--- config.mk ---
export PLATFORM = sky130hd
export DESIGN_NAME = twi_reg_slave
export DESIGN_NICKNAME = d
export VERILOG_FILES = /design/src/rtl/twi_reg_slave.sv
export SDC_FILE = /design/constraint.sdc
export NUM_CORES = 1
export LEC_CHECK = 0
export BUFFER_PORTS_ARGS = -buffer_cell sky130_fd_sc_hd__buf_2
export CORE_MARGIN = 1
export CORE_UTILIZATION = 40
export CTS_BUF_LIST = sky130_fd_sc_hd__clkbuf_2 sky130_fd_sc_hd__clkbuf_4 sky130_fd_sc_hd__clkbuf_8
export CTS_CLUSTER_SIZE = 20
export DETAILED_ROUTE_END_ITERATION = 16
export GPL_TIMING_DRIVEN = 1
export PLACE_DENSITY = 0.61
export SYNTH_ARGS = -nofsm -noshare
export SYNTH_HDL_FRONTEND = slang
export SYNTH_SLANG_ARGS = --single-unit
--- constraint.sdc ---
create_clock -name clk -period 2.81 [get_ports clk]
set_input_delay 0.281 -clock clk [delete_from_list [all_inputs] [get_ports clk]]
set_output_delay 0.281 -clock clk [all_outputs]
set_load 0.03 [all_outputs]
--- src/rtl/twi_reg_slave.sv ---
module twi_reg_slave #(
  parameter logic [6:0] DEV_ADDR = 7'h1D,
  parameter int PTR_W = 7
) (
  input  logic             clk,
  input  logic             rst_n,
  input  logic             scl_i,
  input  logic             sda_i,
  output logic             sda_drive_low,
  output logic [PTR_W-1:0] reg_addr,
  output logic [7:0]       reg_wdata,
  output logic             reg_we,
  output logic             reg_re,
  input  logic [7:0]       reg_rdata
);

  typedef enum logic [2:0] {S_IDLE, S_ADDR, S_SUB, S_WR, S_RD} st_t;

  logic [1:0] scl_sy, sda_sy;
  logic       scl_q, sda_q;
  st_t        state;
  logic [3:0] cnt;
  logic [7:0] shreg, txbuf, wdata;
  logic [PTR_W-1:0] ptr;
  logic       autoinc, rnw, nack, sda_low, we_q, rd_req, rd_pend;

  wire scl_s  = scl_sy[1];
  wire sda_s  = sda_sy[1];
  wire start_c = scl_s & scl_q & sda_q & ~sda_s;
  wire stop_c  = scl_s & scl_q & ~sda_q & sda_s;
  wire rise    = scl_s & ~scl_q;
  wire fall    = ~scl_s & scl_q;

  assign sda_drive_low = sda_low;
  assign reg_addr      = ptr;
  assign reg_wdata     = wdata;
  assign reg_we        = we_q;
  assign reg_re        = rd_req;

  always_ff @(posedge clk or negedge rst_n) begin
    if (!rst_n) begin
      scl_sy <= 2'b11;
      sda_sy <= 2'b11;
      scl_q  <= 1'b1;
      sda_q  <= 1'b1;
    end else begin
      scl_sy <= {scl_sy[0], scl_i};
      sda_sy <= {sda_sy[0], sda_i};
      scl_q  <= scl_s;
      sda_q  <= sda_s;
    end
  end

  always_ff @(posedge clk or negedge rst_n) begin
    if (!rst_n) begin
      state   <= S_IDLE;
      cnt     <= '0;
      shreg   <= '0;
      txbuf   <= '0;
      wdata   <= '0;
      ptr     <= '0;
      autoinc <= 1'b0;
      rnw     <= 1'b0;
      nack    <= 1'b0;
      sda_low <= 1'b0;
      we_q    <= 1'b0;
      rd_req  <= 1'b0;
      rd_pend <= 1'b0;
    end else begin
      we_q    <= 1'b0;
      rd_req  <= 1'b0;
      rd_pend <= rd_req;
      if (rd_pend) txbuf <= reg_rdata;
      if (we_q) ptr <= ptr + PTR_W'(autoinc);
      if (start_c) begin
        state   <= S_ADDR;
        cnt     <= '0;
        sda_low <= 1'b0;
      end else if (stop_c) begin
        state   <= S_IDLE;
        cnt     <= '0;
        sda_low <= 1'b0;
      end else if (state != S_IDLE) begin
        if (rise) begin
          if (cnt < 4'd8) begin
            cnt <= cnt + 4'd1;
            if (state != S_RD) shreg <= {shreg[6:0], sda_s};
          end else if (cnt == 4'd8) begin
            cnt  <= 4'd9;
            nack <= sda_s;
          end
        end else if (fall) begin
          if (cnt == 4'd8) begin
            case (state)
              S_ADDR:
                if (shreg[7:1] == DEV_ADDR) begin
                  sda_low <= 1'b1;
                  rnw     <= shreg[0];
                  rd_req  <= shreg[0];
                end else begin
                  state <= S_IDLE;
                end
              S_SUB: begin
                sda_low <= 1'b1;
                ptr     <= shreg[PTR_W-1:0];
                autoinc <= shreg[7];
              end
              S_WR: begin
                sda_low <= 1'b1;
                we_q    <= 1'b1;
                wdata   <= shreg;
              end
              S_RD: begin
                sda_low <= 1'b0;
                ptr     <= ptr + PTR_W'(autoinc);
                rd_req  <= 1'b1;
              end
              default: ;
            endcase
          end else if (cnt == 4'd9) begin
            cnt     <= '0;
            sda_low <= 1'b0;
            case (state)
              S_ADDR:
                if (rnw) begin
                  state   <= S_RD;
                  shreg   <= txbuf;
                  sda_low <= ~txbuf[7];
                end else begin
                  state <= S_SUB;
                end
              S_SUB: state <= S_WR;
              S_RD:
                if (nack) begin
                  state <= S_IDLE;
                end else begin
                  shreg   <= txbuf;
                  sda_low <= ~txbuf[7];
                end
              default: ;
            endcase
          end else if (state == S_RD && cnt != 4'd0) begin
            shreg   <= {shreg[6:0], 1'b0};
            sda_low <= ~shreg[6];
          end
        end
      end
    end
  end

  assert_sda_steady_R10: assert property (@(posedge clk) disable iff (!rst_n)
    (scl_s && scl_q) |-> $stable(sda_low));

  assert_idle_released_R3: assert property (@(posedge clk) disable iff (!rst_n)
    (state == S_IDLE) |-> !sda_low);

  assert_write_only_in_data_R5: assert property (@(posedge clk) disable iff (!rst_n)
    reg_we |-> (state == S_WR));

  assert_read_only_in_read_R8: assert property (@(posedge clk) disable iff (!rst_n)
    reg_re |-> (state == S_RD || state == S_ADDR));

  assert_single_access_R5: assert property (@(posedge clk) disable iff (!rst_n)
    !(reg_we && reg_re));

  assert_stop_goes_idle_R3: assert property (@(posedge clk) disable iff (!rst_n)
    stop_c |=> (state == S_IDLE));

  assert_start_restarts_R11: assert property (@(posedge clk) disable iff (!rst_n)
    start_c |=> (state == S_ADDR && cnt == 4'd0));

endmodule

# Word-level counts from Yosys, hierarchy flattened
# Cells that the tools add are included.
# totals
in_bits	12
word_cells	147
reg_bits	51
out_inout_bits	18
# op_classes
mux	67
order_cmp	1
n_reduce_logical	21
n_bitwise	17
add_sub_neg	2
eq_ne	22
# op_table
op	n
$mux W8	9
$mux W7	7
$mux W4	9
$mux W3	11
$mux W1	25
$ne A4 B4 Y1 const B	4
$pmux W8 S2	1
$reduce_and A8 Y1	2
$reduce_bool A4 Y1	4
$pmux W7 S2	1
$reduce_and A7 Y1	2
$reduce_and A6 Y1	2
$reduce_bool A3 Y1	4
$reduce_and A11 Y1	1
$ne A5 B5 Y1 const B	2
$not A1 Y1	10
$reduce_bool A5 Y1	2
$pmux W3 S3	1
$eq A4 B4 Y1 const B	2
$add A7 B1 Y7	1
$and A1 B1 Y1	7
$eq A7 B5 Y1 const B	1
$eq A3 B2 Y1 const B	2
$ne A3 B3 Y1 const B	2
other kinds (16)	18

# Longest topological paths before layout
# logic_depth
word_depth	10
mapped_depth	8
ltp_nobuf	7

# Least setup slack after synthesis
# OpenSTA, ideal clock, no wires.
# synth_path
path_kind	register to register
start	reg scl_q
end	reg shreg[4]
t_required_ns	2.685
arrival_ns	1.982
path_slack_ns	0.703
stages_incl_launch_ff	8
path_buffers	1
setup_ns	0.125
synth_period_minus_slack_ns	2.107
path_cell_list	dfstp_2 -> inv_1 -> ha_1 -> clkbuf_1 -> a21o_1 -> a2111oi_4 -> nand3_4 -> mux2_4
# synth_via
elab_chain_cells	5
word_cells_on_any_way	20
classes_between	eq/ne (6); mux (1); bitwise (10); reduce/logical (3)
# synth_rtl
item	line	rtl
start: declaration	20	logic scl_q, sda_q;
start signal: assignment	49	scl_q <= scl_s;
$and A1 B1 Y1	29, 30	
$and A1 B1 Y1, on equally long branches (2 in series)	30, 29	
$not A1 Y1 (no line)	n/a	
$reduce_and A11 Y1 (no line)	n/a	
end signal: assignment	87	if (state != S_RD) shreg <= {shreg[6:0], sda_s};
end signal: assignment	127	shreg <= txbuf;
end signal: assignment	137	shreg <= txbuf;
end: declaration	23	logic [7:0] shreg, txbuf, wdata;
# Several ways; a longest one is shown, not always the timed one.
# A chain may end at the register's enable or synchronous reset.

# Worst setup path in the final report
# layout_path
start	reg scl_q
end	reg ptr[0], in the netlist reg_addr[0]
# layout_via
elab_chain_cells	6
word_cells_on_any_way	13
classes_between	mux (5); bitwise (8)
# layout_rtl
item	line	rtl
$and A1 B1 Y1 or $not A1 Y1 (tied branches)	32, 31	
$mux W7 or $and A1 B1 Y1 (tied branches)	92, 31	
$mux W7	84	if (rise) begin
$mux W7	83	end else if (state != S_IDLE) begin
$mux W7	79	end else if (stop_c) begin
$mux W7 (*)	75	if (start_c) begin
end signal: assignment	74	if (we_q) ptr <= ptr + PTR_W'(autoinc);
end signal: assignment	105	ptr <= shreg[PTR_W-1:0];
end signal: assignment	115	ptr <= ptr + PTR_W'(autoinc);
end: declaration	24	logic [PTR_W-1:0] ptr;
# Every way passes the cells marked *; elsewhere a longest branch is shown, timed or not.

==> summary.txt <==
Clock network
  – H-tree depth: 2
  – Total CTS buffers: 5
  – PostCTS Resize Cnt: 0
  – Clock Latency Late Sink: 0.31 ns
  – CTS Buffer Depth: 2
  – Clk root buf: clkbuf_8
  – Clock sink count: just over 50
  – TritonCTS clock tree: yes
  – Clk slew on worst S/H paths: roughly 0.10 ns

Run
  – MaxCap Viol Count: 0

GRT
  – Largest net degree at the start of global routing: 38
  – First-pass GRT wire length: approximately 9.9 mm
  – GRT Residual Overflow: 0
  – Initial antenna violation count: 0
  – Vias in the first global route: around 2000
  – Overall global routing resource usage: between 15 and 20%

Detailed routing
  – DRC: 0
  – Vias/cell: 5.74
  – Drt first pass iters: 6
  – DR iter-0 viols: 141
  – Vias post-DR: around 2000
  – Final ANT Viol Nets: 0
  – Post-Route WL: roughly 6 mm
  – WL per Instance: approximately 16 µm

Cells and area
  – Layout fillers: 593
  – Fin nets: between 300 and 400
  – Area growth, synth to finish: 12.8%
  – Ant diodes: 0
  – Fin cells: 359
  – Share of layout cells above drive strength 1: 33.0%

Yosys
  – Top FF cell, synth: dfrtp_1
  – Yosys top cell area share: between 40% and 50%
  – Most common cell in the netlist: dfrtp_1
  – Number of synthesized flops with an enable pin: 0
  – Async set-reset flop share out of synthesis: 100%
  – Area leader, netlist: dfrtp_1
  – Post-synthesis register bit count: slightly above 50
  – Post-synth top cells: 45 x dfrtp_1, 32 x mux2_2, 13 x inv_1, 13 x nand2_1, 13 x nor2_1
  – Yosys warning count: 0
  – Seq/Total Area, Yosys: approximately 47%
  – Ranking of synthesized cells by area: dfrtp_1 41%, mux2_2 13%, dfstp_2 5.7%, ha_1 3.6%, xor2_1 2.5%
  – Synth Cell Area: about 2800 µm²
  – Syn_nets: around 270
  – Mapped Cells: 247
  – Avg Cell Area, Syn: ~11 µm²
  – Netlist cell types: 55

Timing
  – Final Skew: between 0.009 and 0.01 ns
  – Rel. slew slack: 64.6%
  – Fin. max-slew vios: 0
  – Final setup violation count: 0
  – Final number of hold-violating endpoints: 0
  – Tcrit/Tclk final: a little under nine tenths
  – Worst slew pin tran: about 0.53 ns
  – Fin crit period: 2.42 ns
  – Fmax: between 0.4 and 0.5 GHz
  – RSZ-0062 raised after global routing: no
  – Setup TNS Final: 0 ns

Critical path
  – Crit-path cells: inv_1 -> ha_1 -> nand2b_1 -> or4_1 -> nor2_4 -> o22ai_1
  – Slowest cell on crit path: or4_1
  – CP max stage delay: approximately 0.76 ns
  – Crit. End Element: flop
  – Reg2reg path depth: 6
  – R2R Setup Slk: between 0.3 and 0.4 ns
  – Crit path max fanout: 12
  – Crit path DAT: 2.59 ns
  – CP top delay family: simple AND/OR/NAND/NOR gates
  – Reg2reg start: scl_q
  – Worst Setup SP: scl_q
  – CP bufs+invs: 1
  – CP required: roughly 3 ns
  – Critical Path Stages: 6
  – Worst reg2reg path endpoint: reg_addr[0]
  – WS Path Type: reg2reg
  – Crit path launch type: flop
  – CP endpoint: reg_addr[0]

Floorplan
  – Die boundary width: between 80 and 90 µm
  – Row count: 29
  – Die Height: about 85 µm
  – Core area: 6490 µm²
  – I/O pin total: 30
  – Initial core utilization: between 40 and 50%
  – Die footprint: slightly above 7000 µm²

Worst hold path
  – Hold Crit Class: in2reg

Placed design
  – Routability-driven placement congestion ratio: between 0.8 and 0.9
  – Placed cell count: 350
  – DP Wirelength: about 4.2 mm
  – Port Buf Inserts: 29

Power
  – Power Density: around 460 nW/µm²
  – Static Leakage: about 1.4 nW
  – VDD IR max: slightly below 300 µV

Outcome
  – Status: finished, final reports clean
[metrics by stage]
stage / worst slack [ns] / hold WS (ns) / util, % / instance area (µm²) / total power, W
4_1_cts: 0.401 / 0.0531 / 47.8 / 3110 / 0.00144
2_1_floorplan: 0.703 / -0.0146 / - / 2750 / 0.000922
3_5_place_dp: 0.409 / 0.210 / 46.2 / 3000 / 0.000983
6_report: 0.393 / 0.0664 / 47.8 / 3110 / 0.00142
5_1_grt: 0.265 / 0.0479 / 47.8 / 3110 / 0.00149
3_3_place_gp: 0.468 / 0.209 / 46.2 / 3000 / 0.000979
[layer usage]
layer  routed length [µm]  GRT usage, %
met5                    0             0
met4                   57          4.62
met2                 2620          26.8
met3                  236          3.02
met1                 2990          26.1
[cell usage in the layout, fill, tap and decap left out, drive strengths merged, types with 4 or more instances in the layout]
cell    Yosys  routed
ha          8       8
inv        13      15
o21ai       5       5
nor2       14      14
mux2       34      34
o22ai       9       9
nand4       4       4
nand2b      4       4
nor2b       4       4
nand3       7       7
dfstp       6       6
clkbuf      5       5
buf         5      36
xor2        8       8
nand2      13      13
a21oi      11      11
dfrtp      45      45
a22oi       8       8
[kinds of logic (layout without fill, tap and decap cells)]
| group | count (synthesis) | in the layout | share of synthesized area [%] |
|---|---|---|---|
| xor gates and xnor gates | 11 | 11 | 3.50 |
| adders and majority gates | 8 | 8 | 3.64 |
| AOI/OAI and AO/OA | 52 | 52 | 13.6 |
| muxes | 37 | 37 | 15.3 |
| buffers and inverters | 23 | 58 | 3.45 |
| and+or+nand+nor | 65 | 65 | 13.9 |
| DFF | 51 | 51 | 46.6 |
[repair_timing]
action / 4_1_cts / 5_1_grt
endpoints found under the hold margin: 13 / 0
hold buffers: 1 / 0
setup buffers: 0 / 0
[worst min-delay path by stage]
stage                      from         to  slack (ns)  depth (start not counted)
after floorplan           rst_n    autoinc       -0.01                          0
after global placement    rst_n     cnt[3]        0.21                          1
after detailed placement  rst_n     cnt[3]        0.21                          1
after CTS                 sda_i  sda_sy[0]        0.05                          1
after global routing      sda_i  sda_sy[0]        0.05                          1
final                     sda_i  sda_sy[0]        0.07                          1
[worst reg2reg max path, stage by stage (launching register included)]
cell and delay [ns]:
dfstp_2 0.56, inv_1 0.04, ha_1 0.30, nand2b_1 0.24, or4_1 0.76, nor2_4 0.27
o22ai_1 0.12
[where the power goes]
group          internal, W  total, W  switching, W
Combinational    0.0000770  0.000157     0.0000797
Sequential        0.000767  0.000815     0.0000478
Clock             0.000184  0.000452      0.000268
[sequential cells by signal, indices dropped and copies added, names as in the netlist, 2 cells and up]
signal,cells
sda_sy,2
reg_addr,7
scl_sy,2
state,3
txbuf,8
shreg,8
reg_wdata,8
cnt,4
[area by class of cell]
| cell class | count | area, µm² | share of cell area (%) |
|---|---|---|---|
| clock buffers | 5 | 68.8 | 2.22 |
| well taps | 77 | 96.3 | 3.10 |
| flip-flops and latches | 51 | 1280 | 41.3 |
| multi-input cells | 173 | 1370 | 44.2 |
| repair buffers | 37 | 208 | 6.69 |
| inverters | 13 | 48.8 | 1.57 |
| clock inverters | 3 | 26.3 | 0.846 |
(Power assumes the default switching activity.)
